--- src/rtl/sweep_pkg.sv ---
package sweep_pkg;
  typedef enum logic [1:0] {
    ST_IDLE  = 2'd0,
    ST_SWEEP = 2'd1,
    ST_DONE  = 2'd2,
    ST_ERR   = 2'd3
  } seq_state_e;
endpackage

--- src/rtl/sweep_rst_sync.sv ---
module sweep_rst_sync #(
  parameter int STAGES = 2
) (
  input  logic clk,
  input  logic rst_n_i,
  output logic rst_n_o
);
  logic [STAGES-1:0] sync_q;

  always_ff @(posedge clk or negedge rst_n_i) begin
    if (!rst_n_i) sync_q <= '0;
    else          sync_q <= {sync_q[STAGES-2:0], 1'b1};
  end

  assign rst_n_o = sync_q[STAGES-1];
endmodule

--- src/rtl/sweep_addr_gen.sv ---
module sweep_addr_gen #(
  parameter int ADDR_W = 6
) (
  input  logic              clk,
  input  logic              rst_n,
  input  logic              clr,
  input  logic              cap,
  input  logic              reload,
  input  logic              inc,
  input  logic [ADDR_W-1:0] start_i,
  input  logic [ADDR_W-1:0] stop_i,
  output logic [ADDR_W-1:0] addr_o,
  output logic              at_stop_o,
  output logic              cfg_bad_o
);
  logic [ADDR_W-1:0] start_q, stop_q, addr_q;
  logic [ADDR_W-1:0] start_d, stop_d, addr_d;
  logic              win_en, addr_en;

  // window registers: loaded at capture, cleared outside the phase
  assign win_en = clr | cap;
  always_comb begin
    start_d = start_q;
    stop_d  = stop_q;
    if (clr) begin
      start_d = '0;
      stop_d  = '0;
    end else if (cap) begin
      start_d = start_i;
      stop_d  = stop_i;
    end
  end

  // address register: clear, load, reload or step
  assign addr_en = clr | cap | reload | inc;
  always_comb begin
    addr_d = addr_q;
    if (clr)         addr_d = '0;
    else if (cap)    addr_d = start_i;
    else if (reload) addr_d = start_q;
    else if (inc)    addr_d = addr_q + 1'b1;
  end

  always_ff @(posedge clk or negedge rst_n) begin
    if (!rst_n) begin
      start_q <= '0;
      stop_q  <= '0;
    end else if (win_en) begin
      start_q <= start_d;
      stop_q  <= stop_d;
    end
  end

  always_ff @(posedge clk or negedge rst_n) begin
    if (!rst_n)       addr_q <= '0;
    else if (addr_en) addr_q <= addr_d;
  end

  assign addr_o    = addr_q;
  assign at_stop_o = (addr_q == stop_q);
  assign cfg_bad_o = (start_i == '0) || (stop_i < start_i);
endmodule

--- src/rtl/sweep_circ_ctr.sv ---
module sweep_circ_ctr #(
  parameter int CNT_W = 4
) (
  input  logic             clk,
  input  logic             rst_n,
  input  logic             clr,
  input  logic             cap,
  input  logic             step,
  input  logic [CNT_W-1:0] total_i,
  output logic [CNT_W-1:0] idx_o,
  output logic             last_o,
  output logic             zero_o
);
  logic [CNT_W-1:0] total_q, total_d, idx_q, idx_d;
  logic             en;
  logic [CNT_W:0]   idx_nxt;

  assign en = clr | cap | step;

  always_comb begin
    total_d = total_q;
    idx_d   = idx_q;
    if (clr) begin
      total_d = '0;
      idx_d   = '0;
    end else if (cap) begin
      total_d = total_i;
      idx_d   = '0;
    end else if (step) begin
      idx_d   = idx_q + 1'b1;
    end
  end

  always_ff @(posedge clk or negedge rst_n) begin
    if (!rst_n) begin
      total_q <= '0;
      idx_q   <= '0;
    end else if (en) begin
      total_q <= total_d;
      idx_q   <= idx_d;
    end
  end

  assign idx_nxt = {1'b0, idx_q} + 1'b1;
  assign last_o  = (idx_nxt == {1'b0, total_q});
  assign zero_o  = (total_i == '0);
  assign idx_o   = idx_q;
endmodule

--- src/rtl/sweep_ctrl.sv ---
module sweep_ctrl
  import sweep_pkg::*;
(
  input  logic       clk,
  input  logic       rst_n,
  input  logic       phase_i,
  input  logic       zero_i,
  input  logic       cfg_bad_i,
  input  logic       at_stop_i,
  input  logic       last_i,
  input  logic       adv_i,
  input  logic       chk_i,
  output logic       clr_o,
  output logic       cap_o,
  output logic       reload_o,
  output logic       inc_o,
  output logic       step_o,
  output logic       done_pulse_o,
  output seq_state_e state_o
);
  seq_state_e st_q, st_d;
  logic       pulse_q, pulse_d;

  always_comb begin
    st_d     = st_q;
    pulse_d  = 1'b0;
    clr_o    = 1'b0;
    cap_o    = 1'b0;
    reload_o = 1'b0;
    inc_o    = 1'b0;
    step_o   = 1'b0;
    if (!phase_i) begin
      st_d  = ST_IDLE;
      clr_o = 1'b1;
    end else begin
      unique case (st_q)
        ST_IDLE: begin
          if (zero_i)         st_d = ST_DONE;
          else if (cfg_bad_i) st_d = ST_ERR;
          else begin
            st_d  = ST_SWEEP;
            cap_o = 1'b1;
          end
        end
        ST_SWEEP: begin
          if (at_stop_i) begin
            if (chk_i) begin
              pulse_d = 1'b1;
              if (last_i) st_d = ST_DONE;
              else begin
                reload_o = 1'b1;
                step_o   = 1'b1;
              end
            end
          end else if (adv_i) begin
            inc_o = 1'b1;
          end
        end
        ST_DONE: st_d = ST_DONE;
        ST_ERR:  st_d = ST_ERR;
        default: st_d = ST_IDLE;
      endcase
    end
  end

  always_ff @(posedge clk or negedge rst_n) begin
    if (!rst_n) begin
      st_q    <= ST_IDLE;
      pulse_q <= 1'b0;
    end else begin
      st_q    <= st_d;
      pulse_q <= pulse_d;
    end
  end

  assign done_pulse_o = pulse_q;
  assign state_o      = st_q;
endmodule

--- src/rtl/sweep_seq_top.sv ---
module sweep_seq_top
  import sweep_pkg::*;
#(
  parameter int ADDR_W      = 6,
  parameter int CNT_W       = 4,
  parameter int SYNC_STAGES = 2
) (
  input  logic              clk,
  input  logic              rst_n,
  input  logic              phase_active,
  input  logic [ADDR_W-1:0] start_loc,
  input  logic [ADDR_W-1:0] stop_loc,
  input  logic [CNT_W-1:0]  circuit_total,
  input  logic              bit_adv,
  input  logic              chk_done,
  output logic [ADDR_W-1:0] y_addr,
  output logic [CNT_W-1:0]  circuit_sel,
  output logic              circuit_done,
  output logic              board_done,
  output logic              cfg_err
);
  logic       rst_n_int;
  logic       clr, cap, reload, inc, step;
  logic       at_stop, cfg_bad, last, zero;
  seq_state_e state;

  sweep_rst_sync #(.STAGES(SYNC_STAGES)) u_rst (
    .clk(clk), .rst_n_i(rst_n), .rst_n_o(rst_n_int)
  );

  sweep_addr_gen #(.ADDR_W(ADDR_W)) u_addr (
    .clk(clk), .rst_n(rst_n_int), .clr(clr), .cap(cap), .reload(reload),
    .inc(inc), .start_i(start_loc), .stop_i(stop_loc), .addr_o(y_addr),
    .at_stop_o(at_stop), .cfg_bad_o(cfg_bad)
  );

  sweep_circ_ctr #(.CNT_W(CNT_W)) u_circ (
    .clk(clk), .rst_n(rst_n_int), .clr(clr), .cap(cap), .step(step),
    .total_i(circuit_total), .idx_o(circuit_sel), .last_o(last),
    .zero_o(zero)
  );

  sweep_ctrl u_ctrl (
    .clk(clk), .rst_n(rst_n_int), .phase_i(phase_active), .zero_i(zero),
    .cfg_bad_i(cfg_bad), .at_stop_i(at_stop), .last_i(last),
    .adv_i(bit_adv), .chk_i(chk_done), .clr_o(clr), .cap_o(cap),
    .reload_o(reload), .inc_o(inc), .step_o(step),
    .done_pulse_o(circuit_done), .state_o(state)
  );

  assign board_done = (state == ST_DONE);
  assign cfg_err    = (state == ST_ERR);
endmodule

--- config.mk ---
export PLATFORM = sky130hd
export DESIGN_NAME = sweep_seq_top
export DESIGN_NICKNAME = d
export VERILOG_FILES = /design/src/rtl/sweep_pkg.sv /design/src/rtl/sweep_rst_sync.sv /design/src/rtl/sweep_addr_gen.sv /design/src/rtl/sweep_circ_ctr.sv /design/src/rtl/sweep_ctrl.sv /design/src/rtl/sweep_seq_top.sv
export SDC_FILE = /design/constraint.sdc
export NUM_CORES = 1
export LEC_CHECK = 0
export CELL_PAD_IN_SITES_DETAIL_PLACEMENT = 1
export CELL_PAD_IN_SITES_GLOBAL_PLACEMENT = 1
export CORE_ASPECT_RATIO = 0.5
export CORE_UTILIZATION = 43
export DETAILED_ROUTE_END_ITERATION = 10
export PLACE_DENSITY_LB_ADDON = 0.12
export REMOVE_ABC_BUFFERS = 1
export SLEW_MARGIN = 30
export SYNTH_ARGS = -nofsm -noshare
export SYNTH_HDL_FRONTEND = slang
export SYNTH_SLANG_ARGS = --single-unit
--- constraint.sdc ---
create_clock -name clk -period 1.5 [get_ports clk]
set_clock_uncertainty 0.1 [all_clocks]
set_input_delay 0.15 -clock clk [delete_from_list [all_inputs] [get_ports clk]]
set_output_delay 0.15 -clock clk [all_outputs]
set_load 0.005 [all_outputs]
==> results of run 1 <==
cells by family after synthesis:
kind of cell / synth area share (%)
adders and majority gates: 4.611
xor gates and xnor gates: 7.840
AOI/OAI and AO/OA: 17.13
buffers and inverters: 4.282
DFF: 40.84
other: 0.1974
and+or+nand+nor: 24.57
muxes: 0.5270
per-stage QoR:
| stage | utilization [%] | setup WS (ns) | TNS (ns) | std cells | cell area [um^2] |
|---|---|---|---|---|---|
| floorplan | - | -0.7353 | -7.275 | 195 | 1844 |
| global placement | 64.59 | -0.8260 | -19.90 | 333 | 2625 |
| detailed placement | 64.59 | -1.037 | -23.81 | 333 | 2625 |
==> run summary, run 1 <==
Buffers placed on the I/O ports in this run total 33. Routability-driven placement finished with a final weighted congestion of 0.9276. Post-cts hold buffer count: 1. The height of the die was 49.00 um; the fraction of synthesis flops using an asynchronous set or reset pin was 100.0%. The cell sitting at the root of the clock tree is a sky130_fd_sc_hd__clkbuf_8.

For this run, the number of Yosys warnings is 0. The share of the synthesized area in the top cell type works out to 40.84%. For the number of buffers inserted during clock tree synthesis, the log shows 5.

The most used flip-flop cell after synthesis is sky130_fd_sc_hd__dfrtp_1. The flow did not finish. The run gives 45 as the number of distinct library cell variants in the gate-level netlist after synthesis.

Post-CTS repair changed the size of 111 cells. The first error in the log reads "[ERROR DPL-0033] detailed placement checks failed during check placement". In the synthesized netlist, the number of instances is 206. Averaged over all synthesized cells, the footprint is 9.220 um^2.

The total number of placement rows came out at 16. Yosys attributes the largest share of cell area to sky130_fd_sc_hd__dfrtp_1 41%, sky130_fd_sc_hd__nand2_1 7.3%, sky130_fd_sc_hd__a21boi_0 5.9%. The sequential fraction of the synthesis area is 40.84%.

Of all cell types, the one taking the most synthesized area is sky130_fd_sc_hd__dfrtp_1. Once the clock tree was built, the setup fixing pass inserted 20 buffers. Detailed placement finished with a half-perimeter wire length of 5.302 mm.

For the total number of H-tree levels, the log shows 2. The top-level port count came out at 34. Halt point of the flow: clock tree synthesis (4_1_cts).

Clock tree synthesis found a total of 31 sinks. For this configuration, the core starts out at a cell density of 46.74%. Counting along the longest clock path gives a buffer depth of 2. The run gives 1899 um^2 as the summed instance area of the synthesized netlist. The flop and latch count out of synthesis was 31; the number of synthesized flops with an enable pin was 0. In this run the horizontal extent of the chip is 95.99 um. In the post-synthesis netlist, the cell with the most instances is sky130_fd_sc_hd__nand2_1. The commonest cells after synthesis are 37 x sky130_fd_sc_hd__nand2_1, 31 x sky130_fd_sc_hd__dfrtp_1, 15 x sky130_fd_sc_hd__a21boi_0, 10 x sky130_fd_sc_hd__nand3_1, 9 x sky130_fd_sc_hd__xnor2_1.
==> run 2: changes to the inputs <==
--- a/config.mk
+++ b/config.mk
@@ -5,12 +5,9 @@
 export SDC_FILE = /design/constraint.sdc
 export NUM_CORES = 1
 export LEC_CHECK = 0
-export CELL_PAD_IN_SITES_DETAIL_PLACEMENT = 1
-export CELL_PAD_IN_SITES_GLOBAL_PLACEMENT = 1
-export CORE_ASPECT_RATIO = 0.5
-export CORE_UTILIZATION = 43
+export CORE_UTILIZATION = 40
 export DETAILED_ROUTE_END_ITERATION = 10
-export PLACE_DENSITY_LB_ADDON = 0.12
+export PLACE_DENSITY_LB_ADDON = 0.15
 export REMOVE_ABC_BUFFERS = 1
 export SLEW_MARGIN = 30
 export SYNTH_ARGS = -nofsm -noshare
==> run 2 against run 1 <==
- the flow now finishes, with violations (negative setup slack)
- area after synthesis stayed put
- synthesized cell count unchanged
==> run summary, run 2 <==
The finished cells cover 3234 um^2. Clock latency on the worst-skew pair, taken at its later pin, is 0.29 ns. The parity-gate share of the synthesized area counting xor and xnor cells is 7.839% (unchanged). The number of buffers inserted during clock tree synthesis came out at 5 (unchanged). For this run, the post-layout net count is 332. The tools report the source of the critical timing path as u_addr.stop_q[0]. The logs give 0 for the final hold violation count and 2 (unchanged) for the deepest clock path buffer count. The fraction of synthesis flops using an asynchronous set or reset pin works out to 100.0% (unchanged). The starting density of the core was 42.74% (-4.0 points).

Summed over all instances, the cell type with the most area after synthesis is sky130_fd_sc_hd__dfrtp_1. Based on the critical path, the design can be clocked at up to 483.0 MHz. For this run, the leading register cell type out of synthesis is sky130_fd_sc_hd__dfrtp_1.

The worst slack after detailed placement is -0.8948 ns (+0.1419 ns). The area overhead of the layout relative to synthesis works out to 70.29%. The total number of yosys warnings was 0 (unchanged).

The max-slew violation count is 0. The detailed router finished its first iteration with 130 violations. The tools report the top-level port count as 34 (unchanged). The total placed instance area was 2623 um^2 (about the same). The routed metal-1 wire length was 2.495 mm; the number of violations of the max-capacitance limit was 0. After synthesis, the cell types taking the most area are sky130_fd_sc_hd__dfrtp_1 41%, sky130_fd_sc_hd__nand2_1 7.3%, sky130_fd_sc_hd__a21boi_0 5.9%.

Summing all multi-input logic gate instances after layout gives 1316 um^2. Before antenna repair, the detailed router went through 6 iterations. The required time at the endpoint of the critical path came out at 1.57 ns.

The run finished, with violations left. The run gives 30 as the pin count of the biggest net entering global routing. The total area of sequential cells was 775.7 um^2; the die outline width was 70.91 um (-26%). After global routing the overflow that remains totals 0. The share of the synthesized area in compound gates (AO/OA/AOI/OAI) is 17.13% (unchanged). TritonCTS built the clock tree. The filler cells instantiated in the layout total 317. The mux share of post-synthesis cell area is 0.5270% (unchanged), and the worst ir drop on vdd is 0.5722 mV. The number of synthesized flops with an enable pin is 0 (unchanged).

The global placer's final weighted congestion is 0.8366 (-9.8%). The tools report the standby leakage power as 1.503 nW. The run gives 1899 um^2 (unchanged) as the summed instance area of the synthesized netlist. Global routing used 24.60% of the available tracks across all layers.

The number of global-route vias before repair was 1917. The number of nets with antenna violations after routing was 0. Setup repair after global routing could not meet its margin everywhere.

The die covers 5028 um^2. The mean instance size in the synthesized netlist works out to 9.220 um^2 (unchanged). The leading cell type in the layout, fill and taps excluded was sky130_fd_sc_hd__buf_4. The library cell with the highest instance count after synthesis was sky130_fd_sc_hd__nand2_1. The worst setup path is of the reg2reg kind. The commonest cells after synthesis are 37 x sky130_fd_sc_hd__nand2_1, 31 x sky130_fd_sc_hd__dfrtp_1, 15 x sky130_fd_sc_hd__a21boi_0, 10 x sky130_fd_sc_hd__nand3_1, 9 x sky130_fd_sc_hd__xnor2_1.

The worst setup path is launched from a flip-flop. For the total half-perimeter wirelength after legalization and detailed placement, the log shows 3.733 mm (-30%). The initial antenna violation count is 0, and the minimum clock period is 2.071 ns.

The peak fanout along the critical path was 7. After clock tree synthesis, the clock-pin slew on the worst setup and hold paths is 0.07 ns. The first-pass GRT wire length came out at 9.404 mm. Beginning of the worst register-to-register path: u_addr.stop_q[0]. The flop and latch count out of synthesis works out to 31 (unchanged). For the total number of H-tree levels, the log shows 2 (unchanged). The number of port buffers came out at 33 (unchanged). The worst hold path belongs to the class reg2async. The worst setup path is captured at a flip-flop.

The ratio of final minimum period to clock period came out at 138.0%. For the floorplan core area, the log shows 4444 um^2. CTS placed an instance of sky130_fd_sc_hd__clkbuf_8 at the clock tree root.

For the sequential fraction of the synthesis area, the log shows 40.84% (unchanged). The main combinational cell family by area after synthesis is simple AND/OR/NAND/NOR gates. For this block, the routed nets add up to 5.516 mm of wire. The library cells used most frequently in the layout, excluding fill and tap cells, are 46 x sky130_fd_sc_hd__buf_4, 31 x sky130_fd_sc_hd__dfrtp_1, 25 x sky130_fd_sc_hd__nand2_1, 21 x sky130_fd_sc_hd__buf_6, 19 x sky130_fd_sc_hd__dlygate4sd2_1. For this run, design rule violations remaining after detail routing come to 0. Summed over all nets, wire length on met2 after detailed routing comes to 2.716 mm. Dividing total power by cell area gives a power density of 955.9 nW/um^2.

In the detailed route, the total length drawn on met3 is 202 um. The count of antenna diodes in the layout was 0; the via count was 1866. The detailed-route vias per instance is 5.227, and the number of clock sinks seen by CTS is 31 (unchanged).

The signal arrival time at the worst endpoint was 2.14 ns; the height of the die was 70.91 um (+45%). The checks that failed: negative setup slack. For the worst setup slack after layout, the log shows -0.5706 ns. Dividing the detail-routed wire length by the instance count gives 15.45 um. Proportion of layout cells with a drive suffix above 1: 42.30%. Setup violations remaining at the end of the flow were counted as 29.

The count of mapped cells out of synthesis was 206 (unchanged); the total number of placement rows was 24 (+8). The highest metal layer carrying signal wires in the routed design is met4. The number of distinct library cell variants in the gate-level netlist after synthesis was 45 (unchanged); the share of the synthesized area in the top cell type was 40.84% (unchanged).

The synthesized-area fraction occupied by and/or/nand/nor cells is 24.57% (unchanged), and the synthesized-area fraction occupied by adder cells is 4.611% (unchanged).
[run 2: cell counts after synthesis]
No cell type changed its count.
[run 2: critical path, stage by stage, from the launching register on]
cell                      delay [ns]
sky130_fd_sc_hd__dfrtp_1        0.40
sky130_fd_sc_hd__xor2_1         0.21
sky130_fd_sc_hd__nor4_4         0.36
sky130_fd_sc_hd__nand4_1        0.20
sky130_fd_sc_hd__nor2_4         0.17
sky130_fd_sc_hd__buf_6          0.16
sky130_fd_sc_hd__nor3_1         0.05
sky130_fd_sc_hd__a211o_1        0.30
[run 2: cells by family after synthesis]
| logic type | after synthesis |
|---|---|
| xor gates and xnor gates | 17 |
| muxes | 1 |
| buffers and inverters | 18 |
| other | 1 |
| AOI/OAI and AO/OA | 45 |
| and+or+nand+nor | 86 |
| adders and majority gates | 7 |
| DFF | 31 |
[run 2: layer usage]
metal | global-route usage, % | vias to the layer above
met3 | 4.558 | 8
met5 | 0 | -
met2 | 41.67 | 41
met4 | 8.667 | 0
li1 | - | 921
met1 | 31.60 | 896
[run 2: where the power goes]
part | internal [W] | switching (W) | leakage [nW] | total, W
logic | 0.000613 | 0.000530 | 1.02 | 0.00114
registers | 0.000905 | 0.0000570 | 0.417 | 0.000962
clock network | 0.000664 | 0.000323 | 0.0654 | 0.000987
total | 0.00218 | 0.000910 | 1.50 | 0.00309
[run 2: timing repair]
item / CTS / global route
pin swaps: 22 / 17
resized for setup: 101 / 33
endpoints found under the hold margin: 2 / 0
setup endpoints to repair: 41 / 33
hold buffers: 1 / 0
setup buffers: 16 / 3
cloned: 2 / 0
[run 2: final timing paths]
| check | to | cells past startpoint | slack (ns) |
|---|---|---|---|
| worst min register to register | u_addr.start_q[0] | 1 | 0.16 |
| worst max-delay path | u_addr.addr_o[0] | 7 | -0.57 |
| worst min-delay path | u_addr.start_q[0] | 1 | 0.16 |
| max in group asynchronous | u_rst.sync_q[1] | 2 | 0.72 |
| worst max register to register | u_addr.addr_o[0] | 7 | -0.57 |
| min in group clk | u_addr.stop_q[2] | 3 | 0.16 |
[run 2: stage by stage]
step | utilization (%) | total power [W] | instances | hold slack, ns | setup TNS [ns]
after CTS | 70.55 | 0.003030 | 357 | 0.1606 | -8.838
after detailed placement | 59.01 | 0.001839 | 331 | 0.1659 | -20.82
after global placement | 59.01 | 0.001833 | 331 | 0.1602 | -19.67
after floorplan | - | 0.001378 | 195 | -0.2456 | -7.275
after global routing | 72.78 | 0.003242 | 357 | 0.1785 | -11.85
final | 72.78 | 0.003092 | 357 | 0.1553 | -9.624
[run 2: layout make-up]
type	instances	share of cell area, %
Clock buffer	6	2.244
Multi-Input combinational cell	157	40.70
Sequential cell	31	23.98
Tap cell	52	2.012
Timing Repair Buffer	102	28.39
Inverter	7	0.8124
Clock inverter	2	1.857
Note: power is estimated with default switching activity, not from simulation.
